`src/rtl/pcrel_pkg.sv`:
```
// Shared types for the PC-relative address generator.
package pcrel_pkg;
    // Access kind carried on in_kind; the reserved code acts as a register read.
    typedef enum logic [1:0] {
        ACC_REG  = 2'd0,
        ACC_LIT  = 2'd1,
        ACC_LINK = 2'd2,
        ACC_RSVD = 2'd3
    } acc_kind_e;
endpackage

```
`src/rtl/pcrel_pc_view.sv`:
```
// Computes the PC value an instruction reads: address plus a fixed offset chosen by state.
// Assumes both offsets fit in ADDR_W bits; the sum wraps.
module pcrel_pc_view #(
    parameter int ADDR_W     = 32,
    parameter int OFS_WIDE   = 8,
    parameter int OFS_NARROW = 4
) (
    input  logic [ADDR_W-1:0] addr,
    input  logic              narrow,
    output logic [ADDR_W-1:0] pc_val
);
    localparam logic [ADDR_W-1:0] WIDE_K   = ADDR_W'(OFS_WIDE);
    localparam logic [ADDR_W-1:0] NARROW_K = ADDR_W'(OFS_NARROW);

    // Single adder with a state-selected constant.
    always_comb begin
        pc_val = addr + (narrow ? NARROW_K : WIDE_K);
    end
endmodule

```
`src/rtl/pcrel_lit_calc.sv`:
```
// Literal effective address: word-align the PC read value, then add or subtract the immediate.
// Assumes WORD_BYTES is a power of two and IMM_W < ADDR_W.
module pcrel_lit_calc #(
    parameter int ADDR_W     = 32,
    parameter int IMM_W      = 12,
    parameter int WORD_BYTES = 4
) (
    input  logic [ADDR_W-1:0] pc_val,
    input  logic [IMM_W-1:0]  imm,
    input  logic              sub,
    output logic [ADDR_W-1:0] eff
);
    localparam int LOW_BITS = $clog2(WORD_BYTES);
    localparam logic [ADDR_W-1:0] ALIGN_MASK = ~ADDR_W'(WORD_BYTES - 1);

    logic [ADDR_W-1:0] base;
    logic [ADDR_W-1:0] ofs;

    // Align first, then apply the signed-direction offset (wraps).
    always_comb begin
        base = pc_val & ALIGN_MASK;
        ofs  = {{(ADDR_W-IMM_W){1'b0}}, imm};
        eff  = sub ? (base - ofs) : (base + ofs);
    end

    // LOW_BITS documents the alignment width; keep it referenced for readers.
    if (LOW_BITS < 1) begin : g_bad_word
        initial $display("pcrel_lit_calc: WORD_BYTES below 2 disables alignment");
    end
endmodule

```
`src/rtl/pcrel_link_calc.sv`:
```
// Link value: compressed state takes the PC read with bit 0 set as a state mark;
// fixed-width state takes the next instruction address with bit 0 clear.
module pcrel_link_calc #(
    parameter int ADDR_W   = 32,
    parameter int LINK_ADV = 4
) (
    input  logic [ADDR_W-1:0] addr,
    input  logic [ADDR_W-1:0] pc_val,
    input  logic              narrow,
    output logic [ADDR_W-1:0] link
);
    localparam logic [ADDR_W-1:0] ADV_K = ADDR_W'(LINK_ADV);

    // Pick the source by state and stamp bit 0 with the state.
    always_comb begin
        if (narrow) begin
            link = pc_val | ADDR_W'(1);
        end else begin
            link = (addr + ADV_K) & ~ADDR_W'(1);
        end
    end
endmodule

```
`src/rtl/pcrel_addr_gen.sv`:
```
// Top: registered PC-read / literal-address / link generator for two instruction-set states.
// One request per cycle, results one cycle later under out_valid. Synchronous active-low reset
// clears out_valid only; the data registers load on in_valid and hold otherwise.
module pcrel_addr_gen
    import pcrel_pkg::*;
#(
    parameter int ADDR_W     = 32,
    parameter int IMM_W      = 12,
    parameter int OFS_WIDE   = 8,
    parameter int OFS_NARROW = 4,
    parameter int WORD_BYTES = 4
) (
    input  logic              clk,
    input  logic              rst_n,
    input  logic              in_valid,
    input  logic [ADDR_W-1:0] in_addr,
    input  logic              in_narrow,
    input  logic [1:0]        in_kind,
    input  logic [IMM_W-1:0]  in_imm,
    input  logic              in_sub,
    output logic              out_valid,
    output logic [ADDR_W-1:0] out_pc,
    output logic [ADDR_W-1:0] out_addr,
    output logic [ADDR_W-1:0] out_link,
    output logic              out_fault
);
    localparam int WIDE_LOW = $clog2(WORD_BYTES);

    acc_kind_e         kind;
    logic [ADDR_W-1:0] pc_c;
    logic [ADDR_W-1:0] eff_c;
    logic [ADDR_W-1:0] link_c;
    logic [ADDR_W-1:0] addr_sel;
    logic [ADDR_W-1:0] link_sel;
    logic              fault_c;

    pcrel_pc_view #(
        .ADDR_W(ADDR_W), .OFS_WIDE(OFS_WIDE), .OFS_NARROW(OFS_NARROW)
    ) pc_view_i (
        .addr(in_addr), .narrow(in_narrow), .pc_val(pc_c)
    );

    pcrel_lit_calc #(
        .ADDR_W(ADDR_W), .IMM_W(IMM_W), .WORD_BYTES(WORD_BYTES)
    ) lit_calc_i (
        .pc_val(pc_c), .imm(in_imm), .sub(in_sub), .eff(eff_c)
    );

    pcrel_link_calc #(
        .ADDR_W(ADDR_W), .LINK_ADV(OFS_WIDE - OFS_NARROW)
    ) link_calc_i (
        .addr(in_addr), .pc_val(pc_c), .narrow(in_narrow), .link(link_c)
    );

    // Decode the kind and gate the per-kind results.
    always_comb begin
        kind     = acc_kind_e'(in_kind);
        addr_sel = (kind == ACC_LIT)  ? eff_c  : '0;
        link_sel = (kind == ACC_LINK) ? link_c : '0;
    end

    // Alignment fault: full word in the fixed-width state, halfword in the compressed state.
    always_comb begin
        if (in_narrow) begin
            fault_c = in_addr[0];
        end else begin
            fault_c = |in_addr[WIDE_LOW-1:0];
        end
    end

    // Valid flag with synchronous active-low reset.
    always_ff @(posedge clk) begin
        if (!rst_n) begin
            out_valid <= 1'b0;
        end else begin
            out_valid <= in_valid;
        end
    end

    // Result registers load on each accepted request.
    always_ff @(posedge clk) begin
        if (in_valid) begin
            out_pc    <= pc_c;
            out_addr  <= addr_sel;
            out_link  <= link_sel;
            out_fault <= fault_c;
        end
    end
endmodule

```
`config.mk`:
```
export PLATFORM = sky130hd
export DESIGN_NAME = pcrel_addr_gen
export DESIGN_NICKNAME = d
export VERILOG_FILES = /design/src/rtl/pcrel_pkg.sv /design/src/rtl/pcrel_pc_view.sv /design/src/rtl/pcrel_lit_calc.sv /design/src/rtl/pcrel_link_calc.sv /design/src/rtl/pcrel_addr_gen.sv
export SDC_FILE = /design/constraint.sdc
export NUM_CORES = 1
export LEC_CHECK = 0
export ABC_AREA = 1
export BUFFER_PORTS_ARGS = -buffer_cell sky130_fd_sc_hd__buf_4
export CAP_MARGIN = 20
export CORE_UTILIZATION = 30
export CTS_BUF_LIST = sky130_fd_sc_hd__clkbuf_16
export CTS_CLUSTER_SIZE = 14
export DETAILED_ROUTE_END_ITERATION = 12
export PLACE_DENSITY = 0.45
export SLEW_MARGIN = 10
export SYNTH_ARGS = -nofsm -noshare
export SYNTH_HDL_FRONTEND = slang
export SYNTH_HIERARCHICAL = 1
export SYNTH_SLANG_ARGS = --single-unit
```
`constraint.sdc`:
```
create_clock -name clk -period 4.5 [get_ports clk]
set_input_delay 0.675 -clock clk [delete_from_list [all_inputs] [get_ports clk]]
set_output_delay 0.675 -clock clk [all_outputs]
set_load 0.01 [all_outputs]
```
==> summary.md <==
| Metric | Value |
|---|---|
| Post-Syn Instances | `1335` |
| Worst VDD drop | `163 µV` |
| Slew Limit Fails | `0` |
| Synth top area cells | `edfxtp_1, nand2_1, inv_1` |
| Share of power burned in registers | `41.1%` |
| Die height | `172 µm` |
| # rows | `61` |
| Core Region | `28200 µm²` |
| Max-Cap Viols | `0` |
| Synth unique cells | `39` |
| Post-CTS Setup Inserts | `0` |
| Sum Neg Setup Slack | `0 ns` |
| DR vias/cell | `4.62` |
| PD cells | `256 nW/µm²` |
| Post-cts hold buffer count | `0` |
| Routed vias | `8647` |
| Buffers on Ports | `148` |
| Final cell count without fillers | `1872` |
| Die ar. | `29700 µm²` |
| Pre-antenna DRT Iters | `5` |
| ANT cells | `0` |
| Psw | `943 µW` |
| Number of enable flip-flop cells after synthesis | `97` |
| DRC | `0` |
| Setup crit start kind | `input pin` |
| Fraction of layout cells with a size suffix above 1 | `16.9%` |
| Synth top area share | `33.5%` |
| Syn nets | `1412` |
| CP max FO | `8` |
| Total Wirelength | `31100 µm` |
| Post-CTS resize count | `0` |
| Clock transition at path regs | `0.08 ns` |
| Status | `completed` |
| Share of the yosys chip area belonging to registers | `33.7%` |
| Vias in the first global route | `8039` |
| P_int | `1760 µW` |
| Final #Nets | `1566` |
| WL/cell | `16.6 µm` |
| IO Count | `149` |
| Final ANT Viol Nets | `0` |
| YS warnings | `6` |
| Sw Share | `34.9%` |
| Worst Path Arrival | `3.90 ns` |
| Slew HR | `43.9%` |
| Final worst path period need | `3.79 ns` |
| Max frequency | `264 MHz` |
| CTS Buffer Depth | `2` |
| Total overflow reported by the global router | `0` |
| Ys flop type | `edfxtp_1` |
| CTS tree | `built` |
| Drt initial violations | `675` |
| Clock sinks | `98` |
| Fin crit share | `84.3%` |
| HP Start | `rst_n` |
| Ys async rst share | `0%` |
| Final setup viols | `0` |
| Fillcell total | `3112` |
| Final hold vios | `0` |
| Cell taking the most area after synthesis | `edfxtp_1` |
| Leakage power total | `0.00526 µW` |
| Synthesis-to-finish area growth | `21.3%` |
| Clk pwr share | `29.4%` |
| Routability cong. | `0.893` |
| Detailed Place HPWL | `24600 µm` |
| Final worst slack | `0.707 ns` |
| Die width | `172 µm` |
| Synthesized flop and latch total | `98` |
| Combinational share of power | `29.5%` |
| Synth Cell Area | `8700 µm²` |
| Placed insts | `1856` |
| DP Worst Slack | `0.317 ns` |
| WP data required | `4.60 ns` |
| Critical path origin | `in_narrow` |
| CTS HTree Levels | `3` |
| Tot GR Track Use | `21.8%` |
| Global-route wire length before repair | `48000 µm` |
| Cts bufs inserted | `9` |
| Post-Syn Area per Cell | `6.51 µm²` |
| Pin count of the biggest net entering global routing | `45` |
| Initial antenna violation count | `0` |
| CP Class | `in2reg` |
| Worst-Margin Slew | `0.841 ns` |
| Initial core utilization | `30.9%` |
| Crit end category | `register` |
| RSZ-0062 raised after global routing | `false` |
| HP Class | `in2reg` |
| Root buf cell | `clkbuf_16` |
-- worst max-delay path, stage by stage --
cell and delay (ns):
buf_4 0.11, ha_1 0.17, inv_1 0.06, fa_1 0.51, nor2_4 0.24, nand2_2 0.11
xnor2_1 0.17, ha_1 0.47, nand2_1 0.17, nor2_1 0.36, and2_1 0.27, nand2_1 0.17
nand4_1 0.15, nand2_1 0.06, nand2_1 0.05, nand2_1 0.05, inv_1 0.04, nor2_1 0.04
-- kinds of logic (layout without fill, tap and decap cells) --
logic type | after synthesis | in the layout | share of synthesized area [%]
AOI/OAI and AO/OA | 49 | 49 | 3.01
xor gates and xnor gates | 34 | 34 | 3.42
adders and majority gates | 26 | 26 | 3.91
buffers and inverters | 234 | 393 | 11.1
DFF | 98 | 98 | 33.7
and+or+nand+nor | 894 | 894 | 44.8
-- through the flow --
stage | hold WS [ns] | utilization [%] | cell area, µm² | power, µW
floorplan | 0.768 | - | 8700 | 1580
global placement | 0.857 | 36.5 | 10300 | 1940
detailed placement | 0.862 | 36.5 | 10300 | 1930
CTS | 0.475 | 37.5 | 10600 | 2740
global route | 0.477 | 37.5 | 10600 | 2870
finish | 0.490 | 37.5 | 10600 | 2700
-- synthesized netlist by cell type, types with 3 or more instances --
library cell	number
nand2_4	5
o21ai_1	3
nand3b_1	15
nand2_2	8
buf_4	7
nor2_2	32
nand2_1	495
nor2_8	4
o21bai_1	3
inv_1	198
nor3b_1	3
a21oi_1	15
nand3_1	97
ha_1	24
nor3_1	12
buf_6	4
inv_2	6
nand4_1	13
xnor2_1	9
o21ai_0	24
clkbuf_1	7
buf_2	8
edfxtp_1	97
and2_1	4
xor2_1	25
nor2_4	8
nor2_1	191
-- per-layer routing --
layer	GRT usage [%]	share of wire, %	up-vias
li1	-	-	4442
met1	32.1	52	3955
met2	33.8	43	236
met3	3.09	4.9	14
met4	4.08	0.78	0
met5	0	0	-
-- cell usage in the layout (no fill, tap or decap), types with 24 or more instances in the layout --
cell	synthesis	layout
inv_1	198	198
nand3_1	97	97
nor2_1	191	191
nand2_1	495	495
o21ai_0	24	24
nor2_2	32	32
edfxtp_1	97	97
xor2_1	25	25
buf_4	7	173
ha_1	24	24
-- flip-flops by register name, indices dropped and copies added, names as in the netlist --
register	cells
out_addr	32
out_fault	1
out_link	32
out_pc	32
out_valid	1
-- power by group through the flow --
stage | clock network [µW] | registers [µW] | logic, µW
floorplan | 0 | 1170 | 411
global placement | 0 | 1130 | 804
detailed placement | 0 | 1130 | 801
CTS | 824 | 1110 | 805
global route | 852 | 1120 | 897
finish | 793 | 1110 | 797
-- final timing paths --
check	to	depth (start not counted)
hold / removal	out_valid	3
setup / recovery	out_addr[29]	18
-- final cells by class --
cell class / count / area (µm²) / area share [%]
clock inverter: 7 / 58.8 / 0.557
inverter: 204 / 766 / 7.26
multi-input combinational: 1003 / 4800 / 45.5
timing repair buffer: 173 / 1300 / 12.3
clock buffer: 9 / 225 / 2.13
sequential: 98 / 2930 / 27.8
tap: 378 / 473 / 4.48
Power figures use the tool's default switching activity.
